[src/rtl/router_pkg.sv]
package router_pkg;

    typedef enum logic [1:0] {
        ST_IDLE  = 2'd0,
        ST_BODY  = 2'd1,
        ST_CHECK = 2'd2
    } rt_state_e;

endpackage

[src/rtl/router_addr_match.sv]
module router_addr_match #(
    parameter int W      = 8,
    parameter int DEST_W = 2,
    parameter int NPORT  = 3,
    parameter logic [NPORT*W-1:0] PORT_ADDR = '0,
    parameter int IDX_W  = $clog2(NPORT)
) (
    input  logic [DEST_W-1:0] dest,
    output logic              hit,
    output logic [IDX_W-1:0]  idx
);

    logic [NPORT-1:0] match;
    logic [W-1:0]     dest_ext;

    assign dest_ext = {{(W-DEST_W){1'b0}}, dest};

    for (genvar gi = 0; gi < NPORT; gi++) begin : g_cmp
        assign match[gi] = (dest_ext == PORT_ADDR[gi*W +: W]);
    end

    always_comb begin
        hit = 1'b0;
        idx = '0;
        for (int i = NPORT - 1; i >= 0; i--) begin
            if (match[i]) begin
                hit = 1'b1;
                idx = IDX_W'(i);
            end
        end
    end

endmodule

[src/rtl/router_fifo.sv]
module router_fifo #(
    parameter int W     = 8,
    parameter int DEPTH = 16,
    parameter int AW    = (DEPTH > 1) ? $clog2(DEPTH) : 1
) (
    input  logic         clk,
    input  logic         rst_n,
    input  logic         wr_en,
    input  logic [W-1:0] wr_data,
    input  logic         rd_en,
    output logic [W-1:0] rd_data,
    output logic         not_empty,
    output logic         full
);

    typedef struct packed {
        logic [AW-1:0] wp;
        logic [AW-1:0] rp;
        logic [AW:0]   cnt;
    } fifo_s;

    fifo_s        fs_q, fs_d;
    logic [W-1:0] mem [DEPTH];
    logic         do_wr, do_rd;

    assign full      = (fs_q.cnt == (AW+1)'(DEPTH));
    assign not_empty = (fs_q.cnt != '0);
    assign do_wr     = wr_en && !full;
    assign do_rd     = rd_en && not_empty;
    assign rd_data   = mem[fs_q.rp];

    always_comb begin
        fs_d = fs_q;
        if (do_wr) begin
            fs_d.wp = (fs_q.wp == AW'(DEPTH-1)) ? '0 : fs_q.wp + 1'b1;
        end
        if (do_rd) begin
            fs_d.rp = (fs_q.rp == AW'(DEPTH-1)) ? '0 : fs_q.rp + 1'b1;
        end
        case ({do_wr, do_rd})
            2'b10:   fs_d.cnt = fs_q.cnt + 1'b1;
            2'b01:   fs_d.cnt = fs_q.cnt - 1'b1;
            default: fs_d.cnt = fs_q.cnt;
        endcase
    end

    always_ff @(posedge clk or negedge rst_n) begin
        if (!rst_n) fs_q <= '0;
        else        fs_q <= fs_d;
    end

    always_ff @(posedge clk) begin
        if (do_wr) mem[fs_q.wp] <= wr_data;
    end

endmodule

[src/rtl/router_ctrl.sv]
module router_ctrl
    import router_pkg::*;
#(
    parameter int W      = 8,
    parameter int DEST_W = 2,
    parameter int NPORT  = 3,
    parameter int IDX_W  = $clog2(NPORT),
    parameter int LEN_W  = W - DEST_W
) (
    input  logic             clk,
    input  logic             rst_n,
    input  logic             in_valid,
    input  logic [W-1:0]     in_data,
    input  logic             m_hit,
    input  logic [IDX_W-1:0] m_idx,
    input  logic [NPORT-1:0] fifo_full,
    output logic [NPORT-1:0] wr_en,
    output logic             suspend,
    output logic             error,
    output logic             hdr_phase
);

    typedef struct packed {
        rt_state_e       st;
        logic            hit;
        logic [IDX_W-1:0] idx;
        logic [LEN_W-1:0] left;
        logic [W-1:0]    par;
        logic            err;
    } ctrl_s;

    ctrl_s            cs_q, cs_d;
    logic [LEN_W-1:0] hdr_len;
    logic             cur_hit;
    logic [IDX_W-1:0] cur_idx;
    logic             take;

    assign hdr_len   = in_data[W-1:DEST_W];
    assign hdr_phase = (cs_q.st == ST_IDLE);
    assign error     = cs_q.err;

    always_comb begin
        cs_d     = cs_q;
        cs_d.err = 1'b0;
        wr_en    = '0;
        cur_hit  = hdr_phase ? (m_hit && hdr_len != '0) : cs_q.hit;
        cur_idx  = hdr_phase ? m_idx : cs_q.idx;
        suspend  = in_valid && cur_hit && fifo_full[cur_idx];
        take     = in_valid && !suspend;
        if (take) begin
            if (cur_hit) wr_en[cur_idx] = 1'b1;
            case (cs_q.st)
                ST_IDLE: begin
                    if (hdr_len != '0) begin
                        cs_d.st   = ST_BODY;
                        cs_d.hit  = m_hit;
                        cs_d.idx  = m_idx;
                        cs_d.left = hdr_len;
                        cs_d.par  = in_data;
                    end
                end
                ST_BODY: begin
                    cs_d.par  = cs_q.par ^ in_data;
                    cs_d.left = cs_q.left - 1'b1;
                    if (cs_q.left == LEN_W'(1)) cs_d.st = ST_CHECK;
                end
                ST_CHECK: begin
                    cs_d.err = (in_data != cs_q.par);
                    cs_d.st  = ST_IDLE;
                    cs_d.hit = 1'b0;
                end
                default: cs_d.st = ST_IDLE;
            endcase
        end
    end

    always_ff @(posedge clk or negedge rst_n) begin
        if (!rst_n) cs_q <= '0;
        else        cs_q <= cs_d;
    end

endmodule

[src/rtl/pkt_router3.sv]
module pkt_router3 #(
    parameter int W      = 8,
    parameter int DEST_W = 2,
    parameter int NPORT  = 3,
    parameter int DEPTH  = 16,
    parameter logic [NPORT*W-1:0] PORT_ADDR = {8'd2, 8'd1, 8'd0}
) (
    input  logic               clk,
    input  logic               rst_n,
    input  logic               in_valid,
    input  logic [W-1:0]       in_data,
    output logic               suspend,
    output logic               error,
    output logic [NPORT-1:0]   out_valid,
    input  logic [NPORT-1:0]   out_rd,
    output logic [NPORT*W-1:0] out_data
);

    localparam int IDX_W = $clog2(NPORT);

    logic             m_hit;
    logic [IDX_W-1:0] m_idx;
    logic [NPORT-1:0] fifo_full;
    logic [NPORT-1:0] wr_en;
    logic             hdr_phase;

    router_addr_match #(
        .W(W), .DEST_W(DEST_W), .NPORT(NPORT), .PORT_ADDR(PORT_ADDR), .IDX_W(IDX_W)
    ) u_match (
        .dest (in_data[DEST_W-1:0]),
        .hit  (m_hit),
        .idx  (m_idx)
    );

    router_ctrl #(
        .W(W), .DEST_W(DEST_W), .NPORT(NPORT), .IDX_W(IDX_W)
    ) u_ctrl (
        .clk       (clk),
        .rst_n     (rst_n),
        .in_valid  (in_valid),
        .in_data   (in_data),
        .m_hit     (m_hit),
        .m_idx     (m_idx),
        .fifo_full (fifo_full),
        .wr_en     (wr_en),
        .suspend   (suspend),
        .error     (error),
        .hdr_phase (hdr_phase)
    );

    for (genvar gp = 0; gp < NPORT; gp++) begin : g_port
        router_fifo #(.W(W), .DEPTH(DEPTH)) u_fifo (
            .clk       (clk),
            .rst_n     (rst_n),
            .wr_en     (wr_en[gp]),
            .wr_data   (in_data),
            .rd_en     (out_rd[gp]),
            .rd_data   (out_data[gp*W +: W]),
            .not_empty (out_valid[gp]),
            .full      (fifo_full[gp])
        );
    end

endmodule

[config.mk]
export PLATFORM = sky130hd
export DESIGN_NAME = pkt_router3
export DESIGN_NICKNAME = d
export VERILOG_FILES = /design/src/rtl/router_pkg.sv /design/src/rtl/router_addr_match.sv /design/src/rtl/router_fifo.sv /design/src/rtl/router_ctrl.sv /design/src/rtl/pkt_router3.sv
export SDC_FILE = /design/constraint.sdc
export NUM_CORES = 1
export LEC_CHECK = 0
export ABC_AREA = 1
export BUFFER_PORTS_ARGS = -buffer_cell sky130_fd_sc_hd__buf_2
export CORE_UTILIZATION = 23
export CTS_BUF_LIST = sky130_fd_sc_hd__clkbuf_4 sky130_fd_sc_hd__clkbuf_8 sky130_fd_sc_hd__clkbuf_16
export DETAILED_ROUTE_END_ITERATION = 16
export GPL_ROUTABILITY_DRIVEN = 0
export SLEW_MARGIN = 30
export SYNTH_ARGS = -nofsm -noshare
export SYNTH_HDL_FRONTEND = slang
export SYNTH_SLANG_ARGS = --single-unit
[constraint.sdc]
create_clock -name clk -period 2.7 [get_ports clk]
set_clock_uncertainty 0.05 [all_clocks]
set_input_delay 0.135 -clock clk [delete_from_list [all_inputs] [get_ports clk]]
set_output_delay 0.135 -clock clk [all_outputs]
set_load 0.02 [all_outputs]
* After elaboration in Yosys (flattened, before gate mapping) *
Memories as Yosys holds them, arrays and structs flattened.
Index checks and enable logic that the tools add are counted.

storage, ports and cells
  bits of input ports = 14
  memories = 3
  RAM bits = 384
  bits in registers = 59
  output and inout bits = 29

operators by class
  reduce and logical (&&, ||, !) cells = 30
  order comparisons = 2
  bitwise operators = 1
  add/sub/neg operators = 13
  muxes and demuxes = 36
  eq/ne operators = 23

memories
  memory                words  bits a word  read ports  clocked after Yosys merged registers in  wr ports  line               source
  g_port[0].u_fifo.mem  16     8            1           0                                        1         router_fifo.sv:23  logic [W-1:0] mem [DEPTH];
  g_port[1].u_fifo.mem  16     8            1           0                                        1         router_fifo.sv:23
  g_port[2].u_fifo.mem  16     8            1           0                                        1         router_fifo.sv:23

operator list
  kind                                                                    count
  5-bit case mux with 2 select lines                                      3
  14-bit case mux with 2 select lines                                     1
  4-bit by 1-bit adder with 4-bit output (second input constant)          6
  4-bit equality test (second input constant)                             6
  4-bit 2-to-1 mux                                                        6
  19-bit 2-to-1 mux                                                       1
  5-bit by 1-bit adder with 5-bit output (second input constant)          3
  5-bit equality test (second input constant)                             3
  5-bit nonzero test                                                      3
  5-bit by 1-bit subtractor with 5-bit output (second input constant)     3
  1-bit 2-to-1 mux                                                        14
  3-bit AND reduction                                                     4
  1-bit logical AND                                                       11
  2-bit by 1-bit equality test with 1-bit output (second input constant)  5
  2-bit equality test (second input constant)                             5
  2-bit 2-to-1 mux                                                        5
  2-bit nonzero test                                                      5
  8-bit logical NOT                                                       1
  8-bit inequality test                                                   1
  8-bit bitwise XOR                                                       1
  6-bit by 1-bit equality test with 1-bit output (second input constant)  1
  3-bit 2-to-1 mux                                                        2
  6-bit nonzero test                                                      1
  6-bit by 1-bit subtractor with 6-bit output (second input constant)     1
  10 further kinds                                                        13

* Longest topological paths before layout *
  word-level depth = 14
  mapped depth = 17

* Cells and area by module *
Synthesis repeated with hierarchy kept, for this count alone.

unflattened totals
  cell total of the unflattened synthesis = 2182
  area, all modules = 20691.1 µm²

by module, submodules not included
  module                              times used  area an instance (µm²)  sequential area each (µm²)  cells each
  router_fifo (g_port[1].u_fifo ...)  2           6465.0                  4169.0                      675
  router_fifo (g_port[0].u_fifo)      1           6364.9                  4169.0                      630
  router_ctrl                         1           1377.6                  500.5                       197
  router_addr_match                   1           18.8                    0.0                         5

* Worst setup path before layout *
No wires, ideal clock.

  path kind = reg-to-reg
  start point = register u_ctrl.cs_q[19] (netlist bit)
  end point = register g_port[1].u_fifo.fs_q[4] (netlist bit)
  data required time = 2.525 ns
  setup time = 0.125 ns
  period minus slack after synthesis = 2.538 ns
  setup slack = 0.162 ns
  arrival = 2.363 ns
  stages on the path, launching flop included = 17
  cells stage by stage = dfrtp_1 > nor2_2 > nand3_1 > nand2_1 > nand2_1 > nor2_1 > buf_2 > inv_1 > ha_1 > ha_1 > nand2_1 > nor2_1 > a211oi_1 > nand2_1 > nand2_1 > nor2_1 > xor2_1

between the ends
  cells in the longest elaborated chain, start to end = 11
  elaborated cells on any way between the ends = 21
  classes of those cells = 2 x order compare; 2 x eq/ne; 9 x mux; 8 x reduce/logical

RTL lines
  what                                                                                               line                                  source
  start, declared                                                                                    router_ctrl.sv:32                     ctrl_s cs_q, cs_d;
  start signal, assigned                                                                             router_ctrl.sv:79                     else cs_q <= cs_d;
  2-bit logical NOT *                                                                                router_ctrl.sv:39                     assign hdr_phase = (cs_q.st == ST_IDLE);
  2-bit 2-to-1 mux                                                                                   router_ctrl.sv:47                     cur_idx = hdr_phase ? m_idx : cs_q.idx;
  2-bit by 3-bit < comparator with 1-bit output (implied by the code), or another cell as far along  router_ctrl.sv:51                     if (cur_hit) wr_en[cur_idx] = 1'b1;
  1-bit logical AND (implied by the code) or 1-bit 2-to-1 mux (tied branches)                        router_ctrl.sv:51, router_ctrl.sv:48
  1-bit 2-to-1 mux (implied by the code) or 1-bit logical AND (tied branches)                        router_ctrl.sv:51, router_ctrl.sv:48
  1-bit demux with 2-bit select or 1-bit logical NOT (tied branches)                                 -
  3-bit 2-to-1 mux or 1-bit logical AND (tied branches)                                              router_ctrl.sv:51, router_ctrl.sv:49
  3-bit 2-to-1 mux *                                                                                 router_ctrl.sv:50                     if (take) begin
  1-bit logical AND *                                                                                router_fifo.sv:28                     assign do_wr = wr_en && !full;
  2-bit by 1-bit equality test with 1-bit output or 2-bit equality test (tied branches)              router_fifo.sv:40                     case ({do_wr, do_rd})
  5-bit case mux with 2 select lines or 2-bit nonzero test (tied branches)                           -
  end signal, assigned                                                                               router_fifo.sv:49                     else fs_q <= fs_d;
  end, declared                                                                                      router_fifo.sv:22                     fifo_s fs_q, fs_d;

Every way passes the cells marked *; elsewhere a longest branch is shown, timed or not. The select of a mux whose other input is x is not followed.
A chain may end at the register's enable or synchronous reset.

* Worst setup path after layout *
  start point = register g_port[1].u_fifo.fs_q[7] (netlist bit)
  end point = output port out_data[11]

between the ends
  cells in the longest elaborated chain, start to end = 1

RTL lines
  what                    line               source
  memory read 16 x 8 bit  -
  end, declared           pkt_router3.sv:16  output logic [NPORT*W-1:0] out_data

Every way passes these cells.

==> results.toml <==
[die]
ioPinCount = 43
die_height_um = 289
floorplan_row_count = 104
floorplan.initialDensity_pct = 23.3
placeableCoreArea_mm2 = 0.0809
die-area_mm2 = 0.0832
die_width_um = 289

[yosys]
synth_area_mm2 = 0.0189
netlist_top_cells_area = "sky130_fd_sc_hd__edfxtp_1 (61%), sky130_fd_sc_hd__dfrtp_1 (7.8%), sky130_fd_sc_hd__nor2_1 (6.0%), sky130_fd_sc_hd__o21ai_0 (4.8%), sky130_fd_sc_hd__nand2_1 (4.5%)"
synth_edf_count = 384
dominantRegCellSynth = "sky130_fd_sc_hd__edfxtp_1"
netlist_instances = 1633
yosys_warnings = 0
synth_seq_area_share_pct = 68.9
synth_largest_area_cell = "sky130_fd_sc_hd__edfxtp_1"
synth_seq_cells = 443
synth.top_cell.area_share_pct = 61.1
async_reset_ff_share_pct = 13.3
postSynthAreaPerCell_um2 = 11.6
post_synth_num_cell_types = 38
postSynthNetCount = 1679

[outcome]
outcome = "finished, violations left"
violations = "design-rule violations"

[worst_setup_path]
critical-path-slowest-cell = "sky130_fd_sc_hd__dfrtp_1"
worstSetupPathType = "reg -> out"
crit_required_ns = 2.52
slowest_delay_ns = 0.48
bufs_and_invs_on_worst_path = 4
critPathCaptureType = "output pin"
setup.worst_path.start_class = "flip-flop"
worst-path-max-fanout = 5
arrival_ns = 2.40
worstPathCellList = "clkinv_1 -> nor2_4 -> inv_1 -> buf_4 -> a21oi_1 -> a21oi_1 -> o21ai_0 -> o21ai_0 -> buf_2"
timing.critical_path.max_delay_family = "buffers and inverters"

[pwr]
p_per_area_mw_per_mm2 = 1050
power_leakage_nw = 8.10
irDropWorstVdd_mv = 0.526

[timing]
worstMarginPinSlew_ns = 0.699
slew_headroom_pct = 53.4
finalHoldViolations = 0
setup-violations-final = 0
finalCriticalPeriod_ns = 2.59
hold-worst-slack_ns = 0.0156
fin_crit_sh_pct = 95.8
timing.final.max_slew_violations = 0
rsz0062_at_grt = "true"
max_clock_freq_mhz = 387

[global_routing]
grt_antenna_before_repair = 0
grt_remaining_overflow = 0
grt_start_max_net_pins = 67
groute.usage.overall_pct = 11.2
grt_pass1_vias = 12500
grt_first_pass_wirelength_mm = 72.6

[final_layout]
final_nets = 1798
layout.core_utilization_pct = 27.9
final_design_area_no_fill_mm2 = 0.0226
finish.cell_count_without_fillers = 2846
fill_cells = 8274
antennaDiodeCount = 0
layout-area-overhead-vs-synth_pct = 19.6
final_layout_size_suffix_gt1_share_pct = 14.1

[placement]
dpl.hpwl_mm = 29.7
number_of_cells_in_the_design_after_placement = 2756
placedInstanceArea_mm2 = 0.0209
buffer_ports.inserted = 42

[drt]
remaining_drc_errors = 1
routed-via-count = 12700
routed_wire_length_per_instance_um = 16.5
viasPerCell = 4.45
dr.first_iter.drc_count = 968
first_pass_iteration_count_of_the_detailed_router = 11
wirelength_mm = 47.1
antenna_left = 0

[clocking]
cts_inserted_buffers = 44
ctsRootBufferMaster = "sky130_fd_sc_hd__clkbuf_16"
worst_skew_pair.late_latency_ns = 0.57
cts_tree = "yes"
clock_sinks = 443
clk_pin_slew_worst_paths_ns = 0.06
ctsHtreeMaxLevel = 2
clk_path_buf_depth = 3

[run]
drv_cap = 0

[hold_path]
hp-class = "in -> async"
[layout make-up]
type                    instances  area (um2)  share of cell area [%]
well taps                    1060        1330                    5.87
flip-flops and latches        443       13000                    57.6
clock buffers                  53        1210                    5.36
clock inverters                27         322                    1.42
repair buffers                153        1150                    5.11
multi-input cells            1027        5240                    23.2
inverters                      83         314                    1.39
[worst reg2reg max path, stage by stage, from the launching register on]
cell and delay [ns]:
sky130_fd_sc_hd__dfrtp_1 0.43, sky130_fd_sc_hd__inv_1 0.13, sky130_fd_sc_hd__nand2_2 0.08, sky130_fd_sc_hd__nand2_1 0.08, sky130_fd_sc_hd__nand2_2 0.07, sky130_fd_sc_hd__nand3_1 0.10, sky130_fd_sc_hd__nor2_1 0.06, sky130_fd_sc_hd__inv_1 0.08
sky130_fd_sc_hd__ha_2 0.22, sky130_fd_sc_hd__inv_1 0.10, sky130_fd_sc_hd__fa_1 0.46, sky130_fd_sc_hd__nor2_2 0.16, sky130_fd_sc_hd__a211oi_2 0.06, sky130_fd_sc_hd__nand2_1 0.07, sky130_fd_sc_hd__nand2_1 0.05, sky130_fd_sc_hd__nor2_1 0.12
sky130_fd_sc_hd__xor2_1 0.16
[metrics by stage]
step | power [mW] | TNS [ns] | worst slack (ns)
2_1_floorplan | 14.3 | 0 | 0.162
5_1_grt | 25.2 | -0.0465 | -0.0465
3_3_place_gp | 17.2 | 0 | 0.106
4_1_cts | 24.0 | 0 | 0.0360
6_report | 23.8 | 0 | 0.115
3_5_place_dp | 17.5 | 0 | 0.0568
[cells in the mapped netlist, drive strengths merged (4+ instances only)]
library cell	instances
a211oi	8
a21oi	34
buf	35
clkbuf	45
clkinv	4
dfrtp	59
edfxtp	384
ha	29
inv	79
nand2	233
nand3	77
nand3b	4
nand4	25
nor2	306
nor3	13
o211ai	33
o21ai	181
o221a	4
o22ai	11
o32ai	32
xnor2	5
xor2	20
[what timing repair did]
item,4_1_cts,5_1_grt
pin swaps,0,0
hold buffers,7,0
buffers inserted,1,1
endpoints found under the setup margin,14,12
gates resized for setup,5,13
endpoints found under the hold margin,67,0
[cell families after synthesis]
logic type / count (synthesis) / share of synthesized area, %
compound gates: 310 / 9.73
xor+xnor: 25 / 1.16
fa+ha+maj: 32 / 2.24
buf+inv: 163 / 3.54
flops: 443 / 68.9
simple gates: 660 / 14.4
[routing by layer]
| metal | vias up | part of all wire (%) | global-route usage, % |
|---|---|---|---|
| met3 | 83 | 3.9 | 1.21 |
| li1 | 6041 | - | - |
| met1 | 6250 | 43 | 14.4 |
| met5 | - | 0 | 0 |
| met2 | 282 | 50 | 19.5 |
| met4 | 0 | 3.0 | 3.73 |
[final timing paths]
check                                                     start                                     to  slack (ns)  cells past startpoint
setup / recovery           g_port[1].u_fifo.fs_q[7]$_DFFE_PN0P_                           out_data[11]        0.11                      9
max in group asynchronous                                 rst_n   g_port[0].u_fifo.fs_q[5]$_DFFE_PN0P_        2.03                      3
min in group clk                                       in_valid  g_port[1].u_fifo.fs_q[10]$_DFFE_PN0P_        0.11                      6
hold / removal                                            rst_n             u_ctrl.cs_q[9]$_DFFE_PN0P_        0.02                      2
hold reg to reg            g_port[2].u_fifo.fs_q[4]$_DFFE_PN0P_   g_port[2].u_fifo.fs_q[4]$_DFFE_PN0P_        0.42                      1
setup reg to reg                    u_ctrl.cs_q[18]$_DFFE_PN0P_   g_port[1].u_fifo.fs_q[4]$_DFFE_PN0P_        0.14                     16
[report_power, final]
group | total, mW | switching (mW) | leakage [nW] | internal (mW)
logic | 8.78 | 5.81 | 3.19 | 2.96
registers | 8.61 | 0.576 | 4.16 | 8.04
clock network | 6.41 | 2.63 | 0.751 | 3.79
total | 23.8 | 9.02 | 8.10 | 14.8
[cell usage in the layout (no fill, tap or decap), types with 3 or more instances in the layout]
cell type                       instances
sky130_fd_sc_hd__nand3_1               75
sky130_fd_sc_hd__o221ai_1               3
sky130_fd_sc_hd__ha_1                  25
sky130_fd_sc_hd__dlygate4sd3_1          7
sky130_fd_sc_hd__o211ai_1              33
sky130_fd_sc_hd__o32ai_1               32
sky130_fd_sc_hd__dfrtp_1               55
sky130_fd_sc_hd__o22ai_1               11
sky130_fd_sc_hd__nor3_1                12
sky130_fd_sc_hd__nand2_2                5
sky130_fd_sc_hd__dfrtp_2                3
sky130_fd_sc_hd__buf_2                 41
sky130_fd_sc_hd__inv_2                  3
sky130_fd_sc_hd__nand3b_1               4
sky130_fd_sc_hd__o221a_2                4
sky130_fd_sc_hd__ha_2                   4
sky130_fd_sc_hd__clkbuf_8               4
sky130_fd_sc_hd__a211oi_1               6
sky130_fd_sc_hd__clkinv_1              16
sky130_fd_sc_hd__clkbuf_16             45
sky130_fd_sc_hd__o21ai_0              180
sky130_fd_sc_hd__fa_1                   3
sky130_fd_sc_hd__buf_12                 6
sky130_fd_sc_hd__xor2_1                20
sky130_fd_sc_hd__a21oi_1               34
sky130_fd_sc_hd__inv_1                 73
sky130_fd_sc_hd__buf_4                 96
sky130_fd_sc_hd__nand2_1              227
sky130_fd_sc_hd__bufinv_16              6
sky130_fd_sc_hd__nor2_2                 3
sky130_fd_sc_hd__clkinv_2               6
sky130_fd_sc_hd__nand4_1               25
sky130_fd_sc_hd__xnor2_1                5
sky130_fd_sc_hd__edfxtp_1             384
sky130_fd_sc_hd__nor2_1               301
sky130_fd_sc_hd__clkbuf_4               4
[registers in the layout (all words and copies together) (netlist names)]
signal,cells
g_port.u_fifo.mem,384
u_ctrl.cs_q,19
u_ctrl.error,1
g_port.u_fifo.fs_q,39
(Power assumes the default switching activity.)
